<file path="src/rtl/acq_pkg.sv">
package acq_pkg;
  typedef enum logic [1:0] {ST_IDLE, ST_ARMED, ST_DELAY, ST_CAPT} acq_st_e;
  typedef enum logic [1:0] {MODE_POST, MODE_DELAY, MODE_PRE, MODE_MID} acq_mode_e;
  typedef enum logic [1:0] {SRC_SW, SRC_EXT, SRC_ANA, SRC_SYNC} acq_src_e;
endpackage

</file>
<file path="src/rtl/acq_scan_div.sv">
module acq_scan_div #(
  parameter int CW = 16
) (
  input  logic          clk_i,
  input  logic          rst_ni,
  input  logic          restart_i,
  input  logic [CW-1:0] scan_i,
  output logic          tick_o
);
  logic [CW-1:0] cnt_q;
  logic [CW-1:0] reload;

  assign reload = (scan_i == '0) ? '0 : scan_i - 1'b1;
  assign tick_o = (cnt_q == '0);

  always_ff @(posedge clk_i or negedge rst_ni) begin
    if (!rst_ni)        cnt_q <= '0;
    else if (restart_i) cnt_q <= '0;
    else if (tick_o)    cnt_q <= reload;
    else                cnt_q <= cnt_q - 1'b1;
  end


  tick_gap_chk: assert property (@(posedge clk_i) disable iff (!rst_ni)
    (tick_o && !restart_i && scan_i > 1) |=> !tick_o);
endmodule

</file>
<file path="src/rtl/acq_trig_qual.sv">
module acq_trig_qual
  import acq_pkg::*;
(
  input  logic     clk_i,
  input  logic     rst_ni,
  input  acq_src_e src_i,
  input  logic     fall_i,
  input  logic     sw_i,
  input  logic     ext_i,
  input  logic     ana_i,
  input  logic     sync_i,
  output logic     hit_o
);
  localparam int NL = 3;
  logic [NL-1:0] raw, s1_q, s2_q, pv_q, edge_v;

  assign raw = {sync_i, ana_i, ext_i};

  always_ff @(posedge clk_i or negedge rst_ni) begin
    if (!rst_ni) begin
      s1_q <= '0;
      s2_q <= '0;
      pv_q <= '0;
    end else begin
      s1_q <= raw;
      s2_q <= s1_q;
      pv_q <= s2_q;
    end
  end

  for (genvar g = 0; g < NL; g++) begin : g_edge
    assign edge_v[g] = fall_i ? (pv_q[g] & ~s2_q[g]) : (s2_q[g] & ~pv_q[g]);
  end

  always_comb begin
    unique case (src_i)
      SRC_SW:   hit_o = sw_i;
      SRC_EXT:  hit_o = edge_v[0];
      SRC_ANA:  hit_o = edge_v[1];
      default:  hit_o = edge_v[2];
    endcase
  end


  ext_sync_chk: assert property (@(posedge clk_i) disable iff (!rst_ni)
    (hit_o && src_i == SRC_EXT && !fall_i) |-> $past(ext_i, 2));
endmodule

</file>
<file path="src/rtl/acq_trig_seq.sv">
module acq_trig_seq
  import acq_pkg::*;
#(
  parameter int DW = 16,
  parameter int CW = 16,
  parameter int AW = 5,
  parameter int RW = 8
) (
  input  logic          clk_i,
  input  logic          rst_ni,
  input  logic          start_i,
  input  logic          abort_i,
  input  logic [1:0]    mode_i,
  input  logic [1:0]    src_i,
  input  logic          fall_i,
  input  logic          retrig_i,
  input  logic [CW-1:0] scan_i,
  input  logic [CW-1:0] n_i,
  input  logic [CW-1:0] dly_i,
  input  logic [CW-1:0] pre_i,
  input  logic [RW-1:0] rec_i,
  input  logic          sw_trig_i,
  input  logic          ext_trig_i,
  input  logic          ana_trig_i,
  input  logic          sync_trig_i,
  input  logic [DW-1:0] adc_data_i,
  output logic          wr_en_o,
  output logic [AW-1:0] wr_addr_o,
  output logic [DW-1:0] wr_data_o,
  output logic          rec_done_o,
  output logic          acq_done_o,
  output logic          busy_o,
  output logic [AW-1:0] rd_start_o,
  output logic          pre_short_o
);
  acq_st_e       st_q;
  acq_mode_e     mode_q;
  acq_src_e      src_q;
  logic          fall_q, retrig_q;
  logic [CW-1:0] scan_q, n_q, dly_q, post_q, need_q, samp_q, dcnt_q, len_q, len_nx;
  logic [RW-1:0] recs_q;
  logic [AW-1:0] ptr_q, ptr_nx;
  logic          ring, tick, hit, wr, accept, restart;
  logic [CW-1:0] pre_cl;

  assign pre_cl = (pre_i > n_i) ? n_i : pre_i;
  assign ring   = mode_q[1];

  acq_trig_qual u_qual (
    .clk_i, .rst_ni, .src_i(src_q), .fall_i(fall_q),
    .sw_i(sw_trig_i), .ext_i(ext_trig_i), .ana_i(ana_trig_i), .sync_i(sync_trig_i),
    .hit_o(hit)
  );

  acq_scan_div #(.CW(CW)) u_div (
    .clk_i, .rst_ni, .restart_i(restart), .scan_i(scan_q), .tick_o(tick)
  );

  always_comb begin
    wr      = tick && !abort_i && ((st_q == ST_ARMED && ring) || st_q == ST_CAPT);
    ptr_nx  = wr ? ptr_q + 1'b1 : ptr_q;
    if (wr && st_q == ST_ARMED) len_nx = (len_q >= need_q) ? len_q : len_q + 1'b1;
    else if (wr)                len_nx = len_q + 1'b1;
    else                        len_nx = len_q;
    accept  = st_q == ST_ARMED && hit && !abort_i;
    restart = (st_q == ST_IDLE && start_i) ||
              (accept && (mode_q == MODE_POST || (ring && post_q != '0))) ||
              (st_q == ST_DELAY && dcnt_q == '0);
  end

  always_ff @(posedge clk_i or negedge rst_ni) begin
    if (!rst_ni) begin
      st_q <= ST_IDLE;     mode_q <= MODE_POST; src_q <= SRC_SW;
      fall_q <= 1'b0;      retrig_q <= 1'b0;
      scan_q <= '0; n_q <= '0; dly_q <= '0; post_q <= '0; need_q <= '0;
      samp_q <= '0; dcnt_q <= '0; len_q <= '0; recs_q <= '0; ptr_q <= '0;
      wr_en_o <= 1'b0; wr_addr_o <= '0; wr_data_o <= '0; rec_done_o <= 1'b0;
      acq_done_o <= 1'b0; busy_o <= 1'b0; rd_start_o <= '0; pre_short_o <= 1'b0;
    end else begin
      wr_en_o    <= wr;
      wr_addr_o  <= ptr_q;
      wr_data_o  <= adc_data_i;
      rec_done_o <= 1'b0;
      if (abort_i) begin
        st_q   <= ST_IDLE;
        busy_o <= 1'b0;
      end else begin
        unique case (st_q)
          ST_IDLE: if (start_i) begin
            mode_q   <= acq_mode_e'(mode_i);
            src_q    <= acq_src_e'(src_i);
            fall_q   <= fall_i;
            retrig_q <= retrig_i && !mode_i[1];
            scan_q   <= scan_i;
            n_q      <= n_i;
            dly_q    <= dly_i;
            post_q   <= (mode_i == MODE_PRE) ? '0 : n_i - pre_cl;
            need_q   <= (mode_i == MODE_PRE) ? n_i : pre_cl;
            recs_q   <= (rec_i == '0) ? RW'(1) : rec_i;
            ptr_q    <= '0;
            len_q    <= '0;
            busy_o   <= 1'b1;
            acq_done_o  <= 1'b0;
            pre_short_o <= 1'b0;
            st_q     <= ST_ARMED;
          end
          ST_ARMED: begin
            ptr_q <= ptr_nx;
            len_q <= len_nx;
            if (accept) begin
              if (ring) begin
                pre_short_o <= len_nx < need_q;
                if (post_q == '0) begin
                  rec_done_o <= 1'b1;
                  rd_start_o <= ptr_nx - len_nx[AW-1:0];
                  acq_done_o <= 1'b1;
                  busy_o     <= 1'b0;
                  st_q       <= ST_IDLE;
                end else begin
                  samp_q <= post_q;
                  st_q   <= ST_CAPT;
                end
              end else begin
                len_q <= '0;
                if (mode_q == MODE_DELAY) begin
                  dcnt_q <= dly_q;
                  st_q   <= ST_DELAY;
                end else begin
                  samp_q <= n_q;
                  st_q   <= ST_CAPT;
                end
              end
            end
          end
          ST_DELAY: begin
            if (dcnt_q == '0) begin
              samp_q <= n_q;
              st_q   <= ST_CAPT;
            end else dcnt_q <= dcnt_q - 1'b1;
          end
          default: begin
            ptr_q <= ptr_nx;
            len_q <= len_nx;
            if (wr) begin
              samp_q <= samp_q - 1'b1;
              if (samp_q == CW'(1)) begin
                rec_done_o <= 1'b1;
                rd_start_o <= ptr_nx - len_nx[AW-1:0];
                if (retrig_q && recs_q > RW'(1)) begin
                  recs_q <= recs_q - 1'b1;
                  st_q   <= ST_ARMED;
                end else begin
                  acq_done_o <= 1'b1;
                  busy_o     <= 1'b0;
                  st_q       <= ST_IDLE;
                end
              end
            end
          end
        endcase
      end
    end
  end


  abort_clears_chk: assert property (@(posedge clk_i) disable iff (!rst_ni)
    abort_i |=> (!busy_o && !wr_en_o));

  done_with_rec_chk: assert property (@(posedge clk_i) disable iff (!rst_ni)
    $rose(acq_done_o) |-> rec_done_o);

  start_arm_chk: assert property (@(posedge clk_i) disable iff (!rst_ni)
    (st_q == ST_IDLE && start_i && !abort_i) |=> (busy_o && !acq_done_o));

  addr_step_chk: assert property (@(posedge clk_i) disable iff (!rst_ni)
    (wr_en_o && $past(wr_en_o)) |-> wr_addr_o == AW'($past(wr_addr_o) + 1'b1));
endmodule

</file>
<file path="config.mk">
export PLATFORM = sky130hd
export DESIGN_NAME = acq_trig_seq
export DESIGN_NICKNAME = d
export VERILOG_FILES = /design/src/rtl/acq_pkg.sv /design/src/rtl/acq_scan_div.sv /design/src/rtl/acq_trig_qual.sv /design/src/rtl/acq_trig_seq.sv
export SDC_FILE = /design/constraint.sdc
export NUM_CORES = 1
export LEC_CHECK = 0
export BUFFER_PORTS_ARGS = -buffer_cell sky130_fd_sc_hd__buf_2
export CAP_MARGIN = 0
export CORE_MARGIN = 4
export CORE_UTILIZATION = 55
export DETAILED_ROUTE_END_ITERATION = 8
export PLACE_DENSITY = 0.74
export SLEW_MARGIN = 10
export SYNTH_ARGS = -nofsm -noshare
export SYNTH_HDL_FRONTEND = slang
export SYNTH_SLANG_ARGS = --single-unit
</file>
<file path="constraint.sdc">
create_clock -name clk_i -period 5.7 [get_ports clk_i]
set_clock_uncertainty 0.15 [all_clocks]
set_input_delay 0.285 -clock clk_i [delete_from_list [all_inputs] [get_ports clk_i]]
set_output_delay 0.285 -clock clk_i [all_outputs]
set_load 0.03 [all_outputs]
</file>
==> results of run 1 <==
[cells in the final DEF, fill, tap and decap left out, drive strengths merged, types with 6 or more instances in the layout]
master,count
dfrtp,205
nand2,169
buf,146
o21ai,138
a21oi,87
dlygate4sd3,86
nor2,76
ha,76
inv,67
mux2,41
nand3,39
xnor2,33
clkbuf,33
xor2,29
nand4,28
nor3,26
a21o,23
o22ai,22
nor2b,20
nor4,20
mux2i,14
nand2b,13
o31ai,13
and3,12
nor3b,11
or3,9
clkinv,9
and2,8
o21a,8
a221oi,8
o2111ai,7
a22o,7
or2,6
[worst paths after layout]
check / start / to / slack, ns
setup reg to reg: u_div.cnt_q[2] / pre_short_o / 0.91
min in group asynchronous: rst_ni / wr_data_o[13] / 0.30
hold / removal: pre_i[5] / need_q[5] / 0.02
setup / recovery: n_i[1] / post_q[14] / 0.40
hold reg to reg: u_qual.s1_q[0] / u_qual.s2_q[0] / 0.20
max in group asynchronous: rst_ni / len_q[1] / 3.78
[metrics by stage]
| stage | area [um^2] | hold slack, ns | power, W | worst slack (ns) | cells |
|---|---|---|---|---|---|
| 2_1_floorplan | 12200 | -0.161 | 0.00396 | 1.18 | 1335 |
| 3_3_place_gp | 13100 | 0.184 | 0.00453 | 0.637 | 1709 |
| 3_5_place_dp | 13100 | 0.187 | 0.00460 | 0.508 | 1709 |
| 4_1_cts | 14800 | 0.0108 | 0.00629 | 0.538 | 1838 |
| 5_1_grt | 14800 | 0.0648 | 0.00676 | 0.0601 | 1839 |
| 6_report | 14800 | 0.0184 | 0.00629 | 0.397 | 1839 |
[power breakdown]
| group | internal, W | switching (W) |
|---|---|---|
| clock network | 0.000978 | 0.000625 |
| logic | 0.000964 | 0.00134 |
| registers | 0.00193 | 0.000451 |
[kinds of logic (layout without fill, tap and decap cells)]
logic type / Yosys count / count (layout) / share of synthesized area, %
AO/OA/AOI/OAI: 356 / 356 / 17.8
XOR/XNOR: 62 / 62 / 4.46
adder cells (fa/ha/maj): 80 / 80 / 8.31
buffers and inverters: 121 / 344 / 3.85
flip-flops: 205 / 205 / 42.2
multiplexers: 55 / 55 / 4.95
other: 0 / 1 / 0
AND/OR/NAND/NOR: 456 / 456 / 18.4
[layer usage]
| metal | share of wire (%) | vias to the layer above |
|---|---|---|
| met2 | 47 | 330 |
| met4 | 2.4 | 0 |
| met3 | 6.0 | 58 |
| met1 | 44 | 5081 |
| met5 | 0 | - |
| li1 | - | 5209 |
[area by class of cell]
class | instances | area (um^2) | share of cell area (%)
flip-flops and latches | 205 | 5130 | 34.7
inverters | 68 | 255 | 1.73
clock buffers | 32 | 682 | 4.61
clock inverters | 11 | 145 | 0.981
well taps | 280 | 350 | 2.37
multi-input cells | 1009 | 6580 | 44.5
repair buffers | 233 | 1640 | 11.1
diodes | 1 | 2.50 | 0.0169
[state kept, by name, indices dropped and copies added (netlist names), 3 cells and up]
name / count
dcnt_q: 16
dly_q: 16
len_q: 16
n_q: 16
need_q: 16
post_q: 16
ptr_q: 5
rd_start_o: 5
recs_q: 8
samp_q: 16
scan_q: 16
u_div.cnt_q: 16
u_qual.pv_q: 3
u_qual.s1_q: 3
u_qual.s2_q: 3
wr_addr_o: 5
wr_data_o: 16
[worst register-to-register path: stages (launching register included)]
cell       delay, ns
dfrtp_1         0.43
nor4_1          0.64
nand4bb_1       0.25
nor3_4          0.16
buf_4           0.19
a21boi_0        0.24
o2111ai_1       0.47
nor2_1          0.32
xor2_1          0.17
ha_1            0.26
a21o_1          0.16
a21o_1          0.17
a21oi_1         0.15
o2111ai_1       0.14
or4b_2          0.64
o21ai_0         0.15
[timing repair]
action,4_1_cts,5_1_grt
hold buffers,86,0
gates resized for setup,0,0
hold endpoints to repair,220,0
==> metrics.yaml, run 1 <==
status:
  status: "completed"
critical_path:
  worstPathArrival_ns: 5.57
  cp_max_fo: 11
  critPathKind: "in -> reg"
  end_kind: "flip-flop"
  cp-start-kind: "input pin"
  path_depth: 19
  crit_chain: "dlygate4sd3_1 -> buf_2 -> inv_1 -> ha_1 -> nor2b_1 -> o211ai_1 -> a2111oi_0 -> o31a_1 -> o21ai_0 -> ha_1 -> fa_1 -> a21o_1 -> a221oi_1 -> nor2_1 -> maj3_1 -> o21ai_0 -> a221o_1 -> nor2_1 -> a211o_1"
  slowest_stage: "a2111oi_0"
  worst-endpoint-required_ns: 5.96
  reg2reg_depth: 15
  path_buf_inv: 3
  slowest_delay_ns: 0.78
  crit_family: "compound AO/OA/AOI/OAI gates"
die:
  die_area_um2: 24600
  die_w_um: 157
  rows: 54
  core_area_um2: 21800
  ios: 133
  initial_utilization_pct: 55.7
  die_y_um: 157
sta:
  slew_headroom_pct: 27.3
  hold_viol_final: 0
  rsz0062_at_grt: "false"
  fin_setup_tns_ns: 0
  finalCriticalPeriod_ns: 5.30
  maxSlewViolCount: 0
  finalSetupViolCount: 0
  fmax_mhz: 189
  finalCritPeriodShare_pct: 93.0
  worst_slew_pin_slew_ns: 1.08
place:
  portBuffers: 132
  hpwl_um: 21300
  place.gp.congestion: 0.907
global_route:
  met3_usage_pct: 4.12
  grtUsageTotal_pct: 25.8
  grt.busiest_layer: "met2"
  gr-usage-met2_pct: 42.6
  first_global_vias: 10600
  antenna_found_initial: 1
  use_met1_pct: 35.4
  overflow: 0
  grt_start_max_net_pins: 129
  grt_pass1_wl_um: 52400
cts:
  cts_num_sinks: 205
  cts_tree: "built"
  cts_setup_buffers: 0
  clk_path_buf_depth: 3
  clk_latency_ns: 0.52
  cts-buffers-inserted: 24
  clk_pin_slew_ns: 0.06
  cts-root-buf: "clkbuf_16"
  htree_num_levels: 1
flow_run:
  maxCapViolCount: 0
synthesis:
  synth.distinct_cells: 71
  synth-edff-count: 0
  yosysMostFrequentCell: "dfrtp_1"
  ys_top_cells_by_count: "205 x dfrtp_1, 169 x nand2_1, 136 x o21ai_0"
  synth_flop_cell: "dfrtp_1"
  async_flop_share_pct: 100
  synthCells: 1335
  synth.area.top_cells: "dfrtp_1 42%, ha_1 7.8%, o21ai_0 5.6%, nand2_1 5.2%, mux2_2 3.8%"
  synth_top_area_share_pct: 42.2
  syn_nets: 1515
  yosys_register_bits: 205
  synth_area_um2: 12200
  synth_seq_area_share_pct: 42.2
  yosys_warnings: 0
  syn_area_per_cell_um2: 9.11
  yosys.area.top_type: "dfrtp_1"
layout:
  drive_gt1_share_pct: 15.7
  syn_to_final_growth_pct: 21.6
  fillers: 1697
  nets: 1721
  utilization_pct: 67.8
power:
  power.static_leakage_nw: 6.87
  powerDensity_nw_per_um2: 425
  vdd_drop_max_mv: 0.228
routing:
  drc: 0
  drt-initial-drc-count: 733
  via_count: 10700
  routed_wl_um: 31300
  dr.pass1.iters: 5
  vias_per_cell: 5.81
  antenna_left: 0
  wire_per_inst_um: 17.0
hold_path:
  min_path_cells: 3
  min_path_type: "in -> reg"
(Power assumes the default switching activity.)
==> inputs of run 2 (changes only) <==
--- a/config.mk
+++ b/config.mk
@@ -5,10 +5,12 @@
 export SDC_FILE = /design/constraint.sdc
 export NUM_CORES = 1
 export LEC_CHECK = 0
+export ABC_AREA = 1
 export BUFFER_PORTS_ARGS = -buffer_cell sky130_fd_sc_hd__buf_2
 export CAP_MARGIN = 0
 export CORE_MARGIN = 4
 export CORE_UTILIZATION = 55
+export CTS_CLUSTER_DIAMETER = 50
 export DETAILED_ROUTE_END_ITERATION = 8
 export PLACE_DENSITY = 0.74
 export SLEW_MARGIN = 10
==> run 2 against run 1 <==
Net effect: register-to-register slack improved by 0.26 ns; combinational power rose by 26%; cell area up 3.5%; maximum frequency grew 17%; synthesized area grew 4.7%; critical path type is now reg -> reg; largest cell class unchanged.
==> metrics.yaml, run 2 <==
sta:
  hold_viol_final: 0  # unchanged
  finalSetupViolCount: 0  # unchanged
  fin_setup_tns_ns: 0  # unchanged
  slew_headroom_pct: 17.3  # was 27.3%
  finalCriticalPeriod_ns: 4.53  # was 5.30 ns
  maxSlewViolCount: 0  # unchanged
  finalCritPeriodShare_pct: 79.5  # was 93.0%
  rsz0062_at_grt: "false"  # unchanged
  worst_slew_pin_slew_ns: 1.23  # was 1.08 ns
  fmax_mhz: 221  # was 189 MHz
layout:
  drive_gt1_share_pct: 11.6  # was 15.7%
  nets: 2057  # was 1721
  syn_to_final_growth_pct: 20.2  # was 21.6%
  final_cell_mix: "410 x nand2_1, 236 x inv_1, 205 x dfrtp_1"  # was 205 x dfrtp_1, 169 x nand2_1, 136 x o21ai_0
  final_common_cell: "nand2_1"  # was dfrtp_1
die:
  rows: 55  # was 54
  die_y_um: 160  # was 157 um
  initial_utilization_pct: 56.1  # was 55.7%
  ios: 133  # unchanged
  die_area_um2: 25600  # was 24600 um^2
  die_w_um: 160  # was 157 um
  core_area_um2: 22700  # was 21800 um^2
routing:
  route.met3.wl_um: 1940  # was 1870 um
  wire_per_inst_um: 15.8  # was 17.0 um
  via_count: 12100  # was 10700
  routed.top_layer: "met5"  # was met4
  wl_met1_um: 15500  # was 13800 um
  drc: 0  # unchanged
  vias_per_cell: 5.54  # was 5.81
  antenna_left: 0  # unchanged
  routed_wl_um: 34500  # was 31300 um
  dr.pass1.iters: 5  # unchanged
  drt-initial-drc-count: 926  # was 733
  dr_wl_met2_um: 15900  # was 14900 um
place:
  place.gp.congestion: 0.950  # was 0.907
  hpwl_um: 24700  # was 21300 um
  portBuffers: 132  # unchanged
global_route:
  antenna_found_initial: 3  # was 1
  grt_pass1_wl_um: 57900  # was 52400 um
  first_global_vias: 11900  # was 10600
  grt_start_max_net_pins: 115  # was 129
  overflow: 0  # unchanged
  grtUsageTotal_pct: 26.7  # was 25.8%
power:
  power.static_leakage_nw: 7.87  # was 6.87 nW
  vdd_drop_max_mv: 0.262  # was 0.228 mV
  power.total_w: 0.00693  # was 0.00629 W
  powerDensity_nw_per_um2: 453  # was 425 nW/um^2
hold_path:
  min_path_cells: 5  # was 3
  min_path_type: "in -> reg"  # unchanged
critical_path:
  cp-start-kind: "flip-flop"  # was input pin
  critPathKind: "reg -> reg"  # was in -> reg
  worst-endpoint-required_ns: 5.95  # was 5.96 ns
  reg2reg_depth: 17  # was 15
  end_kind: "flip-flop"  # unchanged
  worstPathArrival_ns: 4.78  # was 5.57 ns
  cp_max_fo: 12  # was 11
flow_run:
  maxCapViolCount: 0  # unchanged
synthesis:
  synth.area.top_cells: "dfrtp_1 40%, nand2_1 12%, ha_1 7.5%, inv_1 7.0%, o21ai_0 6.1%"  # was dfrtp_1 42%, ha_1 7.8%, o21ai_0 5.6%, nand2_1 5.2%, mux2_2 3.8%
  async_flop_share_pct: 100  # unchanged
  synthCells: 1675  # was 1335
  synth_top_area_share_pct: 40.3  # was 42.2%
  syn_nets: 1855  # was 1515
  synth.distinct_cells: 62  # was 71
  synth_seq_area_share_pct: 40.3  # was 42.2%
  yosysMostFrequentCell: "nand2_1"  # was dfrtp_1
  synth_area_um2: 12700  # was 12200 um^2
  ys_top_cells_by_count: "410 x nand2_1, 236 x inv_1, 205 x dfrtp_1"  # was 205 x dfrtp_1, 169 x nand2_1, 136 x o21ai_0
  yosys.area.top_type: "dfrtp_1"  # unchanged
  yosys_warnings: 0  # unchanged
  syn_area_per_cell_um2: 7.60  # was 9.11 um^2
  synth-edff-count: 0  # unchanged
  yosys_register_bits: 205  # unchanged
  synth_flop_cell: "dfrtp_1"  # unchanged
cts:
  clk_latency_ns: 0.52  # about the same
  htree_num_levels: 1  # unchanged
  cts_setup_buffers: 0  # unchanged
  cts-buffers-inserted: 27  # was 24
  cts_hold_buffers: 80  # was 86
  cts_tree: "built"  # unchanged
  cts-root-buf: "clkbuf_16"  # unchanged
  clk_path_buf_depth: 3  # unchanged
  cts_resized: 0  # unchanged
  cts_num_sinks: 205  # unchanged
  clk_pin_slew_ns: 0.06  # about the same
status:
  status: "completed"  # unchanged
[run 2: cell types whose count changed after synthesis, sizes merged, moves of 23 or more]
cell / previous run / this run
mux2: 41 / 0
inv: 67 / 240
nor2: 76 / 137
xnor2: 33 / 10
nand3: 39 / 90
nand2: 169 / 412
[run 2: critical path, stage by stage (launching register included)]
cell and delay (ns):
dfrtp_1 0.43, inv_1 0.13, ha_1 0.45, nand2_1 0.31
inv_1 0.38, nor2_1 0.11, inv_1 0.14, nand4_2 0.26
inv_2 0.17, nand2_2 0.19, nand2_1 0.11, o21ai_0 0.24
fa_1 0.53, a21o_1 0.17, a21oi_1 0.15, xor2_1 0.21
xor2_1 0.17, o21ai_1 0.07
[run 2: final timing paths]
path | to | from | slack [ns]
max in group asynchronous | len_q[7] | rst_ni | 4.11
min in group asynchronous | wr_data_o[10] | rst_ni | 0.22
min reg2reg | u_qual.s2_q[1] | u_qual.s1_q[1] | 0.20
max | rd_start_o[4] | st_q[1] | 1.17
max reg2reg | rd_start_o[4] | st_q[1] | 1.17
min | recs_q[4] | rec_i[4] | 0.04
[run 2: logic make-up (layout without fill, tap and decap cells)]
family,after synthesis,in the layout,share of synthesized area (%)
AOI/OAI and AO/OA,340,340,15.6
xor gates and xnor gates,50,50,3.50
adders and majority gates,78,78,7.78
buffers and inverters,287,508,8.65
DFF,205,205,40.3
other,0,1,0
and+or+nand+nor,715,715,24.2
[run 2: layer usage]
layer | GRT usage, % | up-vias
met5 | 0 | -
met4 | 7.43 | 4
met3 | 3.56 | 70
met2 | 45.1 | 417
met1 | 36.4 | 5671
li1 | - | 5930
[run 2: layout make-up]
| class | instances | area, um^2 |
|---|---|---|
| clock inverters | 14 | 153 |
| diodes | 1 | 2.50 |
| repair buffers | 218 | 1530 |
| well taps | 285 | 357 |
| inverters | 242 | 908 |
| flip-flops and latches | 205 | 5130 |
| clock buffers | 34 | 712 |
| multi-input cells | 1183 | 6510 |
| fillers | 1902 | 7410 |
[run 2: report_power, final]
part / switching (W) / internal, W / total, W
logic: 0.00188 / 0.00102 / 0.00290
clock network: 0.000652 / 0.000985 / 0.00164
registers: 0.000396 / 0.00200 / 0.00239
[run 2: through the flow]
stage | worst slack, ns | std cells | area (um^2) | util (%) | hold WS (ns)
after CTS | 1.17 | 2181 | 15300 | 67.4 | 0.0279
after floorplan | 2.49 | 1675 | 12700 | - | -0.161
final | 1.17 | 2182 | 15300 | 67.4 | 0.0414
after detailed placement | 1.21 | 2053 | 13600 | 60.0 | 0.185
after global routing | 0.749 | 2181 | 15300 | 67.4 | 0.0741
after global placement | 1.31 | 2053 | 13600 | 60.0 | 0.182
==> inputs of run 3 (changes only) <==
==> constraint.sdc (replaced) <==
create_clock -name clk_i -period 4.8 [get_ports clk_i]
set_clock_uncertainty 0.15 [all_clocks]
set_input_delay 0.24 -clock clk_i [delete_from_list [all_inputs] [get_ports clk_i]]
set_output_delay 0.24 -clock clk_i [all_outputs]
set_load 0.03 [all_outputs]
==> run 3 against run 2 <==
Net effect: register-to-register slack worse by 0.37 ns; final cell count is 0.46% higher; first-iteration DRC count rose by 7.8%; sequential share of layout area fell by 0.25 points; sequential power rose by 19%; setup slack worse by 0.37 ns; clock-buffer cell count grew 3; routed wire length grew 1.9%; critical path depth unchanged; critical path type unchanged; critical endpoint unchanged; highest routed layer unchanged.
==> metrics.yaml, run 3 (synthesized netlist as in run 2, its figures left out) <==
global_route:
  antenna_found_initial: 2  # was 3
  overflow: 0  # unchanged
  first_global_vias: 11700  # was 11900
  grt_start_max_net_pins: 118  # was 115
  grtUsageTotal_pct: 27.1  # was 26.7%
  grt_pass1_wl_um: 58200  # was 57900 um
critical_path:
  cp-start-kind: "flip-flop"  # unchanged
  slowest_stage: "fa_1"  # unchanged
  crit_family: "simple AND/OR/NAND/NOR gates"  # was adder cells
  crit_chain: "inv_1 -> ha_1 -> nand2_1 -> inv_1 -> nor2_1 -> inv_1 -> nand4_2 -> inv_2 -> nand2_2 -> nand2_1 -> o21ai_0 -> fa_1 -> a21o_1 -> a21oi_1 -> xor2_1 -> xor2_1 -> o21ai_1"  # unchanged
  end_kind: "flip-flop"  # unchanged
  crit_path_frequent_cell: "inv_1"  # unchanged
  worst-endpoint-required_ns: 5.05  # was 5.95 ns
  path_buf_inv: 4  # unchanged
  worstPathArrival_ns: 4.25  # was 4.78 ns
  critPathKind: "reg -> reg"  # unchanged
  slowest_delay_ns: 0.52  # was 0.53 ns
  cp_max_fo: 11  # was 12
layout:
  final_common_cell: "nand2_1"  # unchanged
  syn_to_final_growth_pct: 21.1  # was 20.2%
  nets: 2066  # was 2057
  final_cell_mix: "410 x nand2_1, 236 x inv_1, 205 x dfrtp_1"  # unchanged
  drive_gt1_share_pct: 11.9  # was 11.6%
  fillers: 1852  # was 1902
cts:
  cts-buffers-inserted: 27  # unchanged
  cts_resized: 0  # unchanged
  cts_tree: "built"  # unchanged
  htree_num_levels: 1  # unchanged
  clk_path_buf_depth: 3  # unchanged
  cts_num_sinks: 205  # unchanged
  clk_pin_slew_ns: 0.05  # was 0.06 ns
  clk_latency_ns: 0.53  # was 0.52 ns
  cts-root-buf: "clkbuf_16"  # unchanged
die:
  die_w_um: 160  # unchanged
  die_area_um2: 25600  # unchanged
  ios: 133  # unchanged
  initial_utilization_pct: 56.1  # unchanged
  core_area_um2: 22700  # unchanged
  die_y_um: 160  # unchanged
  rows: 55  # unchanged
sta:
  maxSlewViolCount: 0  # unchanged
  fin_setup_tns_ns: 0  # unchanged
  hold_ws_ns: 0.0370  # was 0.0414 ns
  hold_viol_final: 0  # unchanged
  finalCritPeriodShare_pct: 83.3  # was 79.5%
  rsz0062_at_grt: "false"  # unchanged
  fmax_mhz: 250  # was 221 MHz
  timing.final.ws_setup_ns: 0.799  # was 1.17 ns
  slew_headroom_pct: 33.3  # was 17.3%
  worst_slew_pin_slew_ns: 1.00  # was 1.23 ns
  finalCriticalPeriod_ns: 4.00  # was 4.53 ns
  finalSetupViolCount: 0  # unchanged
place:
  place.gp.congestion: 0.963  # was 0.950
  preCtsSetupSlack_ns: 0.864  # was 1.21 ns
  portBuffers: 132  # unchanged
  hpwl_um: 24700  # about the same
routing:
  routed_wl_um: 35100  # was 34500 um
  vias_per_cell: 5.53  # was 5.54
  antenna_left: 0  # unchanged
  wire_per_inst_um: 16.0  # was 15.8 um
  drc: 0  # unchanged
  via_count: 12100  # about the same
  drt-initial-drc-count: 998  # was 926
  dr.pass1.iters: 6  # was 5
power:
  powerDensity_nw_per_um2: 541  # was 453 nW/um^2
  power.static_leakage_nw: 7.92  # was 7.87 nW
  vdd_drop_max_mv: 0.275  # was 0.262 mV
  power.total_w: 0.00835  # was 0.00693 W
hold_path:
  min_path_type: "in -> reg"  # unchanged
status:
  status: "completed"  # unchanged
flow_run:
  maxCapViolCount: 0  # unchanged
## run 3: cell types whose count changed in the layout (fill, tap and decap cells not counted), sizes merged
cell / previous run / this run
buf: 137 / 144
bufinv: 2 / 3
clkbuf: 35 / 38
clkinv: 8 / 7
clkinvlp: 2 / 3
dlygate4sd3: 80 / 82
inv: 244 / 241
## run 3: final timing paths
path                                 from        endpoint  slack, ns  cells past startpoint
max                               st_q[1]   rd_start_o[4]       0.80                     17
min                               abort_i         st_q[1]       0.04                      4
max reg2reg                       st_q[1]   rd_start_o[4]       0.80                     17
min reg2reg                u_qual.s1_q[2]  u_qual.s2_q[2]       0.20                      0
max in group asynchronous          rst_ni      dcnt_q[13]       3.15                      3
min in group asynchronous          rst_ni    wr_data_o[2]       0.25                      2
## run 3: metal layers
layer  track usage, %  up-vias  wire length (um)  part of all wire [%]
met3             3.85       67              1910                   5.4
met4             7.12        2              1030                   2.9
met1             37.6     5685             15800                    45
met5                0        -                12                 0.034
li1                 -     5959                 -                     -
met2             45.0      416             16400                    47
## run 3: layout make-up
class                   count  area [um^2]  area share [%]
diodes                      1         2.50          0.0162
clock buffers              37          753            4.89
clock inverters            12          156            1.01
inverters                 242          908            5.89
multi-input cells        1183         6520            42.3
flip-flops and latches    205         5130            33.3
well taps                 285          357            2.31
repair buffers            227         1590            10.3
## run 3: per-stage QoR
| step | cells | area, um^2 | util, % |
|---|---|---|---|
| final | 2192 | 15400 | 67.9 |
| after global routing | 2191 | 15400 | 67.9 |
| after CTS | 2191 | 15400 | 67.8 |
| after detailed placement | 2060 | 13700 | 60.2 |
| after global placement | 2060 | 13700 | 60.2 |
| after floorplan | 1675 | 12700 | - |
## run 3: worst reg2reg max path, cell delays in order, from the launching register on
cell	delay, ns
dfrtp_1	0.43
inv_1	0.12
ha_1	0.17
nand2_1	0.20
inv_1	0.38
nor2_1	0.12
inv_1	0.15
nand4_2	0.22
inv_2	0.14
nand2_2	0.19
nand2_1	0.11
o21ai_0	0.23
fa_1	0.52
a21o_1	0.17
a21oi_1	0.15
xor2_1	0.20
xor2_1	0.17
o21ai_1	0.07
## run 3: repair_timing
item | in CTS | in global routing
setup buffers | 0 | 0
hold endpoints to repair | 197 | 0
hold buffers | 82 | 0
## run 3: power by group
part / internal [W] / total, W / switching (W)
Sequential: 0.00237 / 0.00284 / 0.000471
Combinational: 0.00123 / 0.00348 / 0.00225
Clock: 0.00126 / 0.00202 / 0.000761
